File: src/rtl/ioreg_window.sv
`timescale 1ns/1ps
module ioreg_window #(
  parameter int          WIN_AW    = 5,
  parameter int          DW        = 32,
  parameter int          RB_AW     = 17,
  parameter int          OFF_ADDR  = 0,
  parameter int          OFF_DATA  = 4,
  parameter logic [31:0] LIM_REG   = 32'h0001_FFFF,
  parameter logic [31:0] LIM_UNDEF = 32'h0007_FFFF,
  parameter logic [31:0] LIM_FLASH = 32'h000F_FFFF
) (
  input  logic              clk,
  input  logic              rst_n,
  input  logic              h_req,
  input  logic              h_we,
  input  logic [WIN_AW-1:0] h_addr,
  input  logic [DW-1:0]     h_wdata,
  output logic              h_ready,
  output logic [DW-1:0]     h_rdata,
  output logic              rb_req,
  output logic              rb_we,
  output logic [RB_AW-1:0]  rb_addr,
  output logic [DW-1:0]     rb_wdata,
  input  logic              rb_ack,
  input  logic [DW-1:0]     rb_rdata,
  output logic              err_valid,
  output logic [1:0]        err_code
);
  localparam logic [WIN_AW-1:0] A_OFF = OFF_ADDR[WIN_AW-1:0];
  localparam logic [WIN_AW-1:0] D_OFF = OFF_DATA[WIN_AW-1:0];
  localparam logic [DW-1:0]     L_REG = DW'(LIM_REG);
  localparam logic [DW-1:0]     L_UND = DW'(LIM_UNDEF);
  localparam logic [DW-1:0]     L_FLS = DW'(LIM_FLASH);

  logic [DW-1:0] addr_q;
  logic          busy;
  logic          err_v_q;
  logic [1:0]    err_c_q;

  logic aligned, hit_addr, hit_data, in_reg, fwd_start, refused;
  logic [1:0] cat;

  assign aligned  = (h_addr[1:0] == 2'b00);
  assign hit_addr = aligned && (h_addr == A_OFF);
  assign hit_data = aligned && (h_addr == D_OFF);
  assign in_reg   = (addr_q < L_REG);

  always_comb begin
    if (addr_q < L_UND)      cat = 2'd1;
    else if (addr_q < L_FLS) cat = 2'd2;
    else                     cat = 2'd3;
  end

  assign fwd_start = !busy && h_req && hit_data && in_reg;
  assign refused   = !busy && h_req && hit_data && !in_reg;

  assign h_ready = busy ? rb_ack : !fwd_start;
  assign h_rdata = busy ? rb_rdata : ((h_req && hit_addr) ? addr_q : '0);

  assign rb_req   = busy;
  assign rb_we    = busy && h_we;
  assign rb_addr  = addr_q[RB_AW-1:0];
  assign rb_wdata = h_wdata;

  assign err_valid = err_v_q;
  assign err_code  = err_c_q;

  always_ff @(posedge clk) begin
    if (!rst_n) begin
      addr_q  <= '0;
      busy    <= 1'b0;
      err_v_q <= 1'b0;
      err_c_q <= 2'd0;
    end else begin
      if (fwd_start)          busy <= 1'b1;
      else if (busy && rb_ack) busy <= 1'b0;
      if (!busy && h_req && h_we && hit_addr) addr_q <= h_wdata;
      err_v_q <= refused;
      err_c_q <= refused ? cat : 2'd0;
    end
  end
endmodule

File: config.mk
export PLATFORM = sky130hd
export DESIGN_NAME = ioreg_window
export DESIGN_NICKNAME = d
export VERILOG_FILES = /design/src/rtl/ioreg_window.sv
export SDC_FILE = /design/constraint.sdc
export NUM_CORES = 1
export LEC_CHECK = 0
export BUFFER_PORTS_ARGS = -buffer_cell sky130_fd_sc_hd__buf_4
export CORE_ASPECT_RATIO = 0.8
export CORE_MARGIN = 1
export CORE_UTILIZATION = 43
export DETAILED_ROUTE_END_ITERATION = 8
export PLACE_DENSITY = 0.93
export SYNTH_ARGS = -nofsm -noshare
export SYNTH_HDL_FRONTEND = slang
export SYNTH_SLANG_ARGS = --single-unit
File: constraint.sdc
create_clock -name clk -period 2.9 [get_ports clk]
set_input_delay 0.29 -clock clk [delete_from_list [all_inputs] [get_ports clk]]
set_output_delay 0.29 -clock clk [all_outputs]
set_load 0.01 [all_outputs]
* Word-level counts from Yosys, hierarchy flattened *
Cells that the tools add are included.

word-level totals
  flip-flop bits (word level) = 36
  latch bits = 0
  bits in writable memories = 0
  bits in read-only memories = 0
  input bits = 74
  output and inout bits = 87
  logic and storage cells = 37
  memories = 0

operators by class
  add/subtract/negate cells = 0
  $mul = 0
  divide/modulo/power cells = 0
  order comparisons = 3
  equal/unequal tests = 1
  shift-type cells = 0
  mux-type cells = 7
  bitwise logic cells = 2
  reduce and logical (&&, ||, !) cells = 19

operators with widths
  cell                  count
  $mux 32               2
  $lt 32x17->1 const B  1
  $lt 32x19->1 const B  1
  $lt 32x20->1 const B  1
  $logic_and 1x1->1     11
  $eq 5x3->1 const B    1
  $logic_not 5->1       1
  $mux 1                5
  $logic_not 1->1       3
  $reduce_or 3->1       1
  $logic_not 2->1       1
  $not 1->1             2
  $reduce_and 2->1      1
  $reduce_bool 2->1     1

* Depth between registers and ports, before layout *
Gate-level depths: netlist of run 1.

  word-level depth = 6
  depth in mapped cells = 7
  mapped depth without buffers = 5

* Least setup slack after synthesis of run 1 *
OpenSTA, ideal clock, no wires.

  kind = input port to output port
  start = input h_addr[3]
  end = output h_rdata[10]
  arrival = 1.600 ns
  required time = 2.610 ns
  setup slack = 1.010 ns
  cell stages on the path = 4
  path buffers = 1
  cells stage by stage = or4b_4 > nor4_4 > clkbuf_1 > a22o_1

between the ends
  word-level cells in the longest chain between the ends = 5

RTL lines
  what                  RTL line  text
  from (decl)           16        input logic [WIN_AW-1:0] h_addr,
  $logic_not 5->1       44        assign hit_addr = aligned && (h_addr == A_OFF);
  $logic_and 1x1->1     44
  $logic_and 1x1->1     58        assign h_rdata = busy ? rb_rdata : ((h_req && hit_addr) ? addr_q : '0);
  $mux 32 (2 in a row)  58
  to (decl)             19        output logic [DW-1:0] h_rdata,

No other way between the ends.

* Final worst setup path of run 1 *
  start = register addr_q[21]
  end = output h_ready

between the ends
  word-level cells in the longest chain between the ends = 4

RTL lines
  what                    RTL line  text
  from (decl)             35        logic [DW-1:0] addr_q;
  from (signal assigned)  77        if (!busy && h_req && h_we && hit_addr) addr_q <= h_wdata;
  $lt 32x17->1            46        assign in_reg = (addr_q < L_REG);
  $logic_and 1x1->1       54        assign fwd_start = !busy && h_req && hit_data && in_reg;
  $logic_not 1->1         57        assign h_ready = busy ? rb_ack : !fwd_start;
  $mux 1                  57
  to (decl)               18        output logic h_ready,

No other way between the ends.

==> impl_metrics.csv, run 1 <==
group,metric,value,unit
route,drt-total-wl,6100,um
cells_and_area,fin_area,3090,um2
cells_and_area,final_util,66.0,%
logic_synthesis,synth-xor-area-share,0.412,%
sta,setup_ws,677,ps
sta,clock.fmax,450,MHz
pwr,internal-power,795,uW
cts,postCtsSetupBuffers,0,
global_route,grt_usage,22.6,%
cells_and_area,num_antenna_cells,0,
pwr,p_sw,226,uW
logic_synthesis,async_reset_ff_share,0,%
placement,place.gp.congestion,0.737,
logic_synthesis,syn-cell-area,2130,um2
sta,drv_slew,0,
cells_and_area,final_nets,442,
logic_synthesis,syn_nets,336,
global_route,grt_pass1_wl,9080,um
worst_hold_path,hold_class,"input port to flip-flop",
sta,period_needed,2220,ps
route,drc,0,
logic_synthesis,synth_edf_count,0,
cells_and_area,drive_above_1_share,46.9,%
floorplan,fp.dieH,64.9,um
pwr,power.density,331,nW/um2
cts,path_clk_slew,70,ps
placement,dp.cells,421,
critical_path,path_class,"flip-flop to output port",
cts,hold_buffers,0,
global_route,gr-total-overflow,0,
sta,finalCritPeriodShare,76.7,%
logic_synthesis,synthFlopType,"dfxtp_1",
placement,dpl-instance-area,3000,um2
cts,cts_buffers,5,
global_route,antenna_found_initial,0,
critical_path,crit_path_frequent_cell,"a31oi_1",
logic_synthesis,synth_area_leader_cell,"dfxtp_1",
pwr,power.share.clock,34.9,%
critical_path,start_kind,"flip-flop",
logic_synthesis,ys_seq_area_share,33.9,%
logic_synthesis,synth_seq_cells,36,
critical_path,cp_slowest_cell,"nor4_1",
logic_synthesis,netlist_instances,262,
logic_synthesis,yosysMostFrequentCell,"nand2_1",
floorplan,die_w,80.6,um
sta,fin_setup_tns,0,ps
placement,io_buffers,160,
cts,insertion_delay,280,ps
cells_and_area,fillCellCount,402,
placement,dp_hpwl,4560,um
logic_synthesis,synthTopCellsByArea,"dfxtp_1 34%, buf_4 18%, a22o_1 13%",
sta,setup_violations,0,
sta,worst_clock_skew,5.19,ps
sta,hold_violations,0,
logic_synthesis,synth_top_area_share,33.9,%
logic_synthesis,yosysWarnings,0,
cells_and_area,area_growth_syn_to_layout,45.1,%
logic_synthesis,synth.distinct_cells,23,
floorplan,fp.coreArea,4680,um2
critical_path,end_kind,"output port",
route,wl_per_cell,14.2,um
cts,cts_sinks,36,
cts,cts_resized,0,
route,vias,2221,
global_route,grt_start_max_net_pins,37,
logic_synthesis,synth_common_cells,"67 x nand2_1, 52 x buf_4, 36 x dfxtp_1",
logic_synthesis,synth_fa_ha_area_share,0,%
sta,rsz0062_at_grt,"false",
logic_synthesis,syn_avg_cell_area,8.12,um2
critical_path,critical-path-top-delay-family,"simple AND/OR/NAND/NOR gates",
pwr,p_sw_share,22.1,%
sta,max_slew.worst_pin.slew,548,ps
floorplan,die_area,5230,um2
cts,cts_buffer_depth,2,
run,max-cap-violations,0,
pwr,p_leak,1.42,nW
critical_path,required,2610,ps
cts,clk_root_buffer_cell,"clkbuf_8",
route,ant_nets,0,
cts,htreeDepth,2,
logic_synthesis,synth_top_family_by_area,"compound AO/OA/AOI/OAI gates",
floorplan,ios,161,
critical_path,path_buf_inv,1,
critical_path,worstPathArrival,1930,ps
critical_path,worstPathCellList,"nor4_1 > nand4_1 > a31oi_1 > a31oi_1 > buf_4",
outcome,status,"finished, final reports clean",
pwr,max-vdd-ir-drop,0.246,mV
cells_and_area,final_cells,429,
sta,slew_headroom,63.1,%
critical_path,worstPathMaxFanout,4,
logic_synthesis,synth-simple-area-share,18.6,%
floorplan,initial_utilization,45.5,%
global_route,grt_pass1_vias,1962,
route,vias_per_cell,5.18,
logic_synthesis,synth.area.mux_share,0,%
placement,dp_slack,703,ps
logic_synthesis,synth_compound_area_share,26.0,%
pwr,seqPwrFrac,48.8,%
route,firstDrtPassIters,4,
floorplan,rows,22,
cts,cts_tree,"yes",
critical_path,slowest_delay,510,ps
route,first_iter_violations,104,
pwr,combPwrFrac,16.3,%
-- area by class of cell --
cell class | instances | area (um2) | area share, %
clock buffer | 8 | 90.1 | 2.92
inverter | 1 | 3.75 | 0.122
multi-input combinational | 159 | 958 | 31.0
sequential | 36 | 721 | 23.3
tap | 60 | 75.1 | 2.43
timing repair buffer | 165 | 1240 | 40.1
-- metrics by stage --
step	power [mW]	hold slack, ps
floorplan	0.580	425
global placement	0.674	463
detailed placement	0.676	467
CTS	1.03	258
global route	1.07	256
finish	1.02	265
-- kinds of logic after synthesis --
family | after synthesis
compound gates | 69
xor+xnor | 1
buf+inv | 67
flops | 36
simple gates | 89
-- tightest hold or removal path, stage by stage --
cell and delay [ps]:
buf_4 110, nand2_1 50, a21boi_1 50
-- metal layers --
metal	track usage (%)	vias up	share of wire, %
li1	-	1063	-
met1	25.9	1036	39
met2	41.7	118	51
met3	5.35	4	9.3
met4	5.36	0	0.69
met5	0	-	0
-- sequential cells by signal (all words and copies together), names as in the netlist --
name,count
addr_q,32
err_code,2
err_valid,1
rb_req,1
-- power by group through the flow --
stage,combinational [mW],clock (mW),sequential (mW)
floorplan,0.0711,0,0.509
global placement,0.165,0,0.509
detailed placement,0.166,0,0.509
CTS,0.167,0.369,0.498
global route,0.176,0.394,0.498
finish,0.166,0.357,0.498
-- worst paths after layout --
kind	start	to	slack (ps)	cells past startpoint
max	addr_q[21]$_SDFFE_PN0P_	h_ready	680	5
min	h_wdata[1]	addr_q[1]$_SDFFE_PN0P_	270	3
max reg2reg	rb_req$_SDFFE_PN0P_	addr_q[24]$_SDFFE_PN0P_	1160	6
min reg2reg	addr_q[20]$_SDFFE_PN0P_	addr_q[20]$_SDFFE_PN0P_	470	2
-- placed cells by master, fill, tap and decap left out, types with 3 or more instances in the layout --
master,count
a21boi_1,30
dfxtp_1,36
nand3_1,3
nor2_1,3
nor4_1,3
clkbuf_8,6
a22o_1,32
nand4_1,5
buf_4,165
nand2_1,67
nor3_1,3
Note: power is estimated with default switching activity, not from simulation.
==> run 2: changes to the inputs <==
Settings changed: CORE_UTILIZATION 43 to 40, PLACE_DENSITY 0.93 to 0.88.
Clock period 2.9 ns to 2.1 ns, I/O delays scaled along.
==> impl_metrics.csv, run 2 (synthesis results as in run 1) <==
group,metric,value,unit
outcome,status,"finished, final reports clean",
placement,io_buffers,160,
route,drt-total-wl,5990,um
floorplan,initial_utilization,42.0,%
cts,cts_buffers,5,
global_route,gr-total-overflow,0,
critical_path,start_kind,"flip-flop",
global_route,grt_start_max_net_pins,37,
sta,clock.fmax,517,MHz
floorplan,rows,23,
pwr,p_leak,1.46,nW
critical_path,end_kind,"output port",
critical_path,worstPathMaxFanout,3,
floorplan,ios,161,
cells_and_area,num_antenna_cells,0,
floorplan,die_area,5620,um2
sta,hold_violations,0,
critical_path,required,1890,ps
cts,cts_buffer_depth,2,
global_route,antenna_found_initial,0,
placement,place.gp.congestion,0.724,
route,firstDrtPassIters,4,
sta,max_slew.worst_pin.slew,448,ps
route,ant_nets,0,
cts,insertion_delay,270,ps
route,vias,2201,
route,wl_per_cell,13.8,um
route,drc,0,
cells_and_area,layout_commonest_cell,"buf_4",
critical_path,worstPathArrival,1720,ps
run,max-cap-violations,0,
cts,cts_sinks,36,
critical_path,path_class,"flip-flop to output port",
cells_and_area,final_nets,447,
floorplan,fp.dieH,67.2,um
route,first_iter_violations,50,
pwr,max-vdd-ir-drop,0.272,mV
floorplan,fp.coreArea,5060,um2
placement,dp_hpwl,4720,um
sta,setup_ws,166,ps
worst_hold_path,hold_class,"input port to flip-flop",
sta,slew_headroom,69.9,%
sta,finalCritPeriodShare,92.1,%
cells_and_area,area_growth_syn_to_layout,48.2,%
cells_and_area,final_cell_mix,"169 x buf_4, 67 x nand2_1, 36 x dfxtp_1, 32 x a22o_1, 30 x a21boi_1",
pwr,power.density,454,nW/um2
global_route,grt_pass1_vias,2000,
placement,dp_slack,184,ps
sta,setup_violations,0,
cts,postCtsSetupBuffers,0,
global_route,grt_pass1_wl,9090,um
cts,htreeDepth,2,
sta,period_needed,1930,ps
cells_and_area,final_util,62.2,%
cts,cts_tree,"yes",
cells_and_area,drive_above_1_share,48.3,%
sta,drv_slew,0,
floorplan,die_w,83.5,um
sta,worst_clock_skew,2.58,ps
sta,rsz0062_at_grt,"false",
cts,path_clk_slew,70,ps
cells_and_area,largest_register_ffs,32,
sta,whs,187,ps
cts,clk_root_buffer_cell,"clkbuf_8",
global_route,grt_usage,20.4,%
route,vias_per_cell,5.06,
pwr,finalPower,1.43,mW
sta,fin_setup_tns,0,ps
cells_and_area,largest-register,"addr_q",
run 2: metal layers:
layer	up-vias	track usage (%)	part of all wire, %
met4	0	4.45	0.52
met2	110	37.9	50
li1	1072	-	-
met1	1017	23.8	42
met3	2	5.62	8.0
met5	-	0	0
run 2: power breakdown:
part | total (mW) | internal, mW | switching, mW
clock network | 0.511 | 0.292 | 0.220
logic | 0.230 | 0.148 | 0.0827
registers | 0.688 | 0.685 | 0.00274
total | 1.43 | 1.12 | 0.305
run 2: repair_timing:
action	4_1_cts	5_1_grt
endpoints found under the setup margin	0	1
hold buffers	0	0
gates resized for setup	0	1
run 2: through the flow:
step | std cells | cell area [um2]
after floorplan | 262 | 2130
after global placement | 428 | 3050
after detailed placement | 428 | 3050
after CTS | 435 | 3150
after global routing | 435 | 3150
final | 435 | 3150
run 2: final timing paths:
check | from | endpoint | slack, ps | cells after the start
worst max-delay path | addr_q[31]$_SDFFE_PN0P_ | h_ready | 170 | 6
worst min-delay path | h_wdata[1] | addr_q[1]$_SDFFE_PN0P_ | 190 | 3
worst max register to register | addr_q[31]$_SDFFE_PN0P_ | rb_req$_SDFFE_PN0P_ | 470 | 7
worst min register to register | addr_q[24]$_SDFFE_PN0P_ | addr_q[24]$_SDFFE_PN0P_ | 480 | 2
run 2: final cells by class:
class	count	area, um2
Multi-Input combinational cell	159	965
Fill cell	462	1910
Sequential cell	36	721
Tap cell	62	77.6
Inverter	1	3.75
Timing Repair Buffer	170	1290
Clock buffer	7	96.3
run 2: worst max-delay path, cell delays in order, from the launching register on:
cell and delay (ps):
dfxtp_1 340, nor4_1 330, buf_4 170, nand4_1 80, a31oi_1 240, a31oi_1 120
buf_4 160
==> run 3: changes to the inputs <==
Settings changed: BUFFER_PORTS_ARGS -buffer_cell sky130_fd_sc_hd__buf_4 to -buffer_cell sky130_fd_sc_hd__buf_2.
==> impl_metrics.csv, run 3 (synthesis results as in run 1) <==
group,metric,value,unit
cells_and_area,drive_above_1_share,48.7,%
global_route,gr-total-overflow,0,
sta,worst_clock_skew,3.50,ps
critical_path,worstPathArrival,1660,ps
sta,drv_slew,0,
floorplan,rows,23,
critical_path,r2r-start,"addr_q[20]$_SDFFE_PN0P_",
critical_path,path_class,"input port to output port",
worst_hold_path,min_path_cells,3,
critical_path,timing.rr.end,"rb_req$_SDFFE_PN0P_",
sta,finalCritPeriodShare,89.0,%
route,wl_per_cell,13.1,um
pwr,power.density,479,nW/um2
floorplan,die_area,5620,um2
worst_hold_path,hold_start,"h_wdata[0]",
critical_path,end_kind,"output port",
cells_and_area,final_nets,448,
cts,cts_buffer_depth,2,
critical_path,start_kind,"input port",
global_route,antenna_found_initial,0,
cells_and_area,fin_area,2750,um2
placement,dpl-instance-area,2660,um2
route,ant_nets,0,
cells_and_area,final_cell_mix,"160 x buf_2, 67 x nand2_1, 36 x dfxtp_1, 32 x a22o_1, 30 x a21boi_1",
placement,io_buffers,160,
floorplan,ios,161,
critical_path,worstPathMaxFanout,15,
cts,cts_sinks,36,
placement,dp.cells,429,
critical_path,required,1890,ps
sta,fin_setup_tns,0,ps
worst_hold_path,hold_end,"addr_q[0]$_SDFFE_PN0P_",
cells_and_area,fillCellCount,479,
worst_hold_path,hold_class,"input port to flip-flop",
cells_and_area,layout_commonest_cell,"buf_2",
route,drt-total-wl,5730,um
floorplan,die_w,83.5,um
critical_path,r2r_setup_slack,560,ps
placement,dp_hpwl,4470,um
cts,insertion_delay,280,ps
route,firstDrtPassIters,4,
cts,clk_root_buffer_cell,"clkbuf_8",
global_route,grt_usage,19.6,%
sta,period_needed,1870,ps
sta,rsz0062_at_grt,"false",
placement,place.gp.congestion,0.809,
global_route,grt_pass1_wl,8420,um
route,first_iter_violations,60,
cells_and_area,final_cells,436,
cells_and_area,area_growth_syn_to_layout,29.4,%
cts,hold_buffers,0,
cts,htreeDepth,2,
pwr,max-vdd-ir-drop,0.243,mV
route,vias_per_cell,4.98,
cts,cts_tree,"yes",
cells_and_area,largest-register,"addr_q",
critical_path,reg2regPathDepth,6,
sta,setup_violations,0,
outcome,status,"finished, final reports clean",
cells_and_area,largest_register_ffs,32,
sta,slew_headroom,74.6,%
route,drc,0,
cts,path_clk_slew,70,ps
route,vias,2172,
sta,whs,170,ps
pwr,p_leak,1.37,nW
sta,clock.fmax,535,MHz
cts,cts_buffers,5,
sta,hold_violations,0,
global_route,grt_start_max_net_pins,37,
floorplan,initial_utilization,42.0,%
floorplan,fp.coreArea,5060,um2
cts,postCtsSetupBuffers,0,
sta,max_slew.worst_pin.slew,380,ps
run,max-cap-violations,0,
cells_and_area,num_antenna_cells,0,
floorplan,fp.dieH,67.2,um
global_route,grt_pass1_vias,1783,
[run 3: area by class of cell]
cell class,instances,area (um2),area share [%]
tap,62,77.6,2.82
clock buffer,6,72.6,2.64
multi-input combinational,159,977,35.5
clock inverter,1,5.00,0.182
inverter,1,3.75,0.136
sequential,36,721,26.2
timing repair buffer,171,896,32.5
[run 3: per-stage QoR]
| step | worst slack, ps | utilization, % | power, mW |
|---|---|---|---|
| floorplan | 370 | - | 0.801 |
| global placement | 231 | 52.4 | 0.874 |
| detailed placement | 231 | 52.4 | 0.877 |
| CTS | 83.3 | 54.0 | 1.34 |
| global route | 101 | 54.3 | 1.39 |
| finish | 231 | 54.3 | 1.32 |
[run 3: worst max-delay path, stage by stage]
cell	delay [ps]
buf_2	100
or4b_4	550
nor4_4	240
buf_4	280
a22o_1	150
buf_2	120
[run 3: worst max path at each step]
| stage | startpoint | end | slack, ps | cells after the start |
|---|---|---|---|---|
| floorplan | h_addr[3] | h_rdata[10] | 370 | 4 |
| global placement | h_addr[3] | h_rdata[12] | 230 | 6 |
| detailed placement | h_addr[3] | h_rdata[8] | 230 | 6 |
| CTS | addr_q[24]$_SDFFE_PN0P_ | h_ready | 80 | 5 |
| global route | addr_q[20]$_SDFFE_PN0P_ | h_ready | 100 | 5 |
| finish | h_addr[3] | h_rdata[0] | 230 | 6 |
[run 3: repair_timing]
| action | 4_1_cts | 5_1_grt |
|---|---|---|
| hold endpoints to repair | 0 | 0 |
| resized for setup | 0 | 3 |
| endpoints found under the setup margin | 0 | 1 |
[run 3: layer usage]
| layer | routed length (um) | track usage (%) | share of wire, % | vias up |
|---|---|---|---|---|
| li1 | - | - | - | 1078 |
| met1 | 2420 | 21.7 | 42 | 987 |
| met2 | 2940 | 37.9 | 51 | 105 |
| met3 | 345 | 5.38 | 6.0 | 2 |
| met4 | 31 | 4.87 | 0.54 | 0 |
| met5 | 0 | 0 | 0 | - |
[run 3: power breakdown]
part | total, mW | switching (mW) | leakage (nW) | internal (mW)
registers | 0.688 | 0.00276 | 0.290 | 0.685
clock network | 0.459 | 0.233 | 0.0410 | 0.226
logic | 0.173 | 0.0807 | 1.04 | 0.0923
total | 1.32 | 0.317 | 1.37 | 1.00
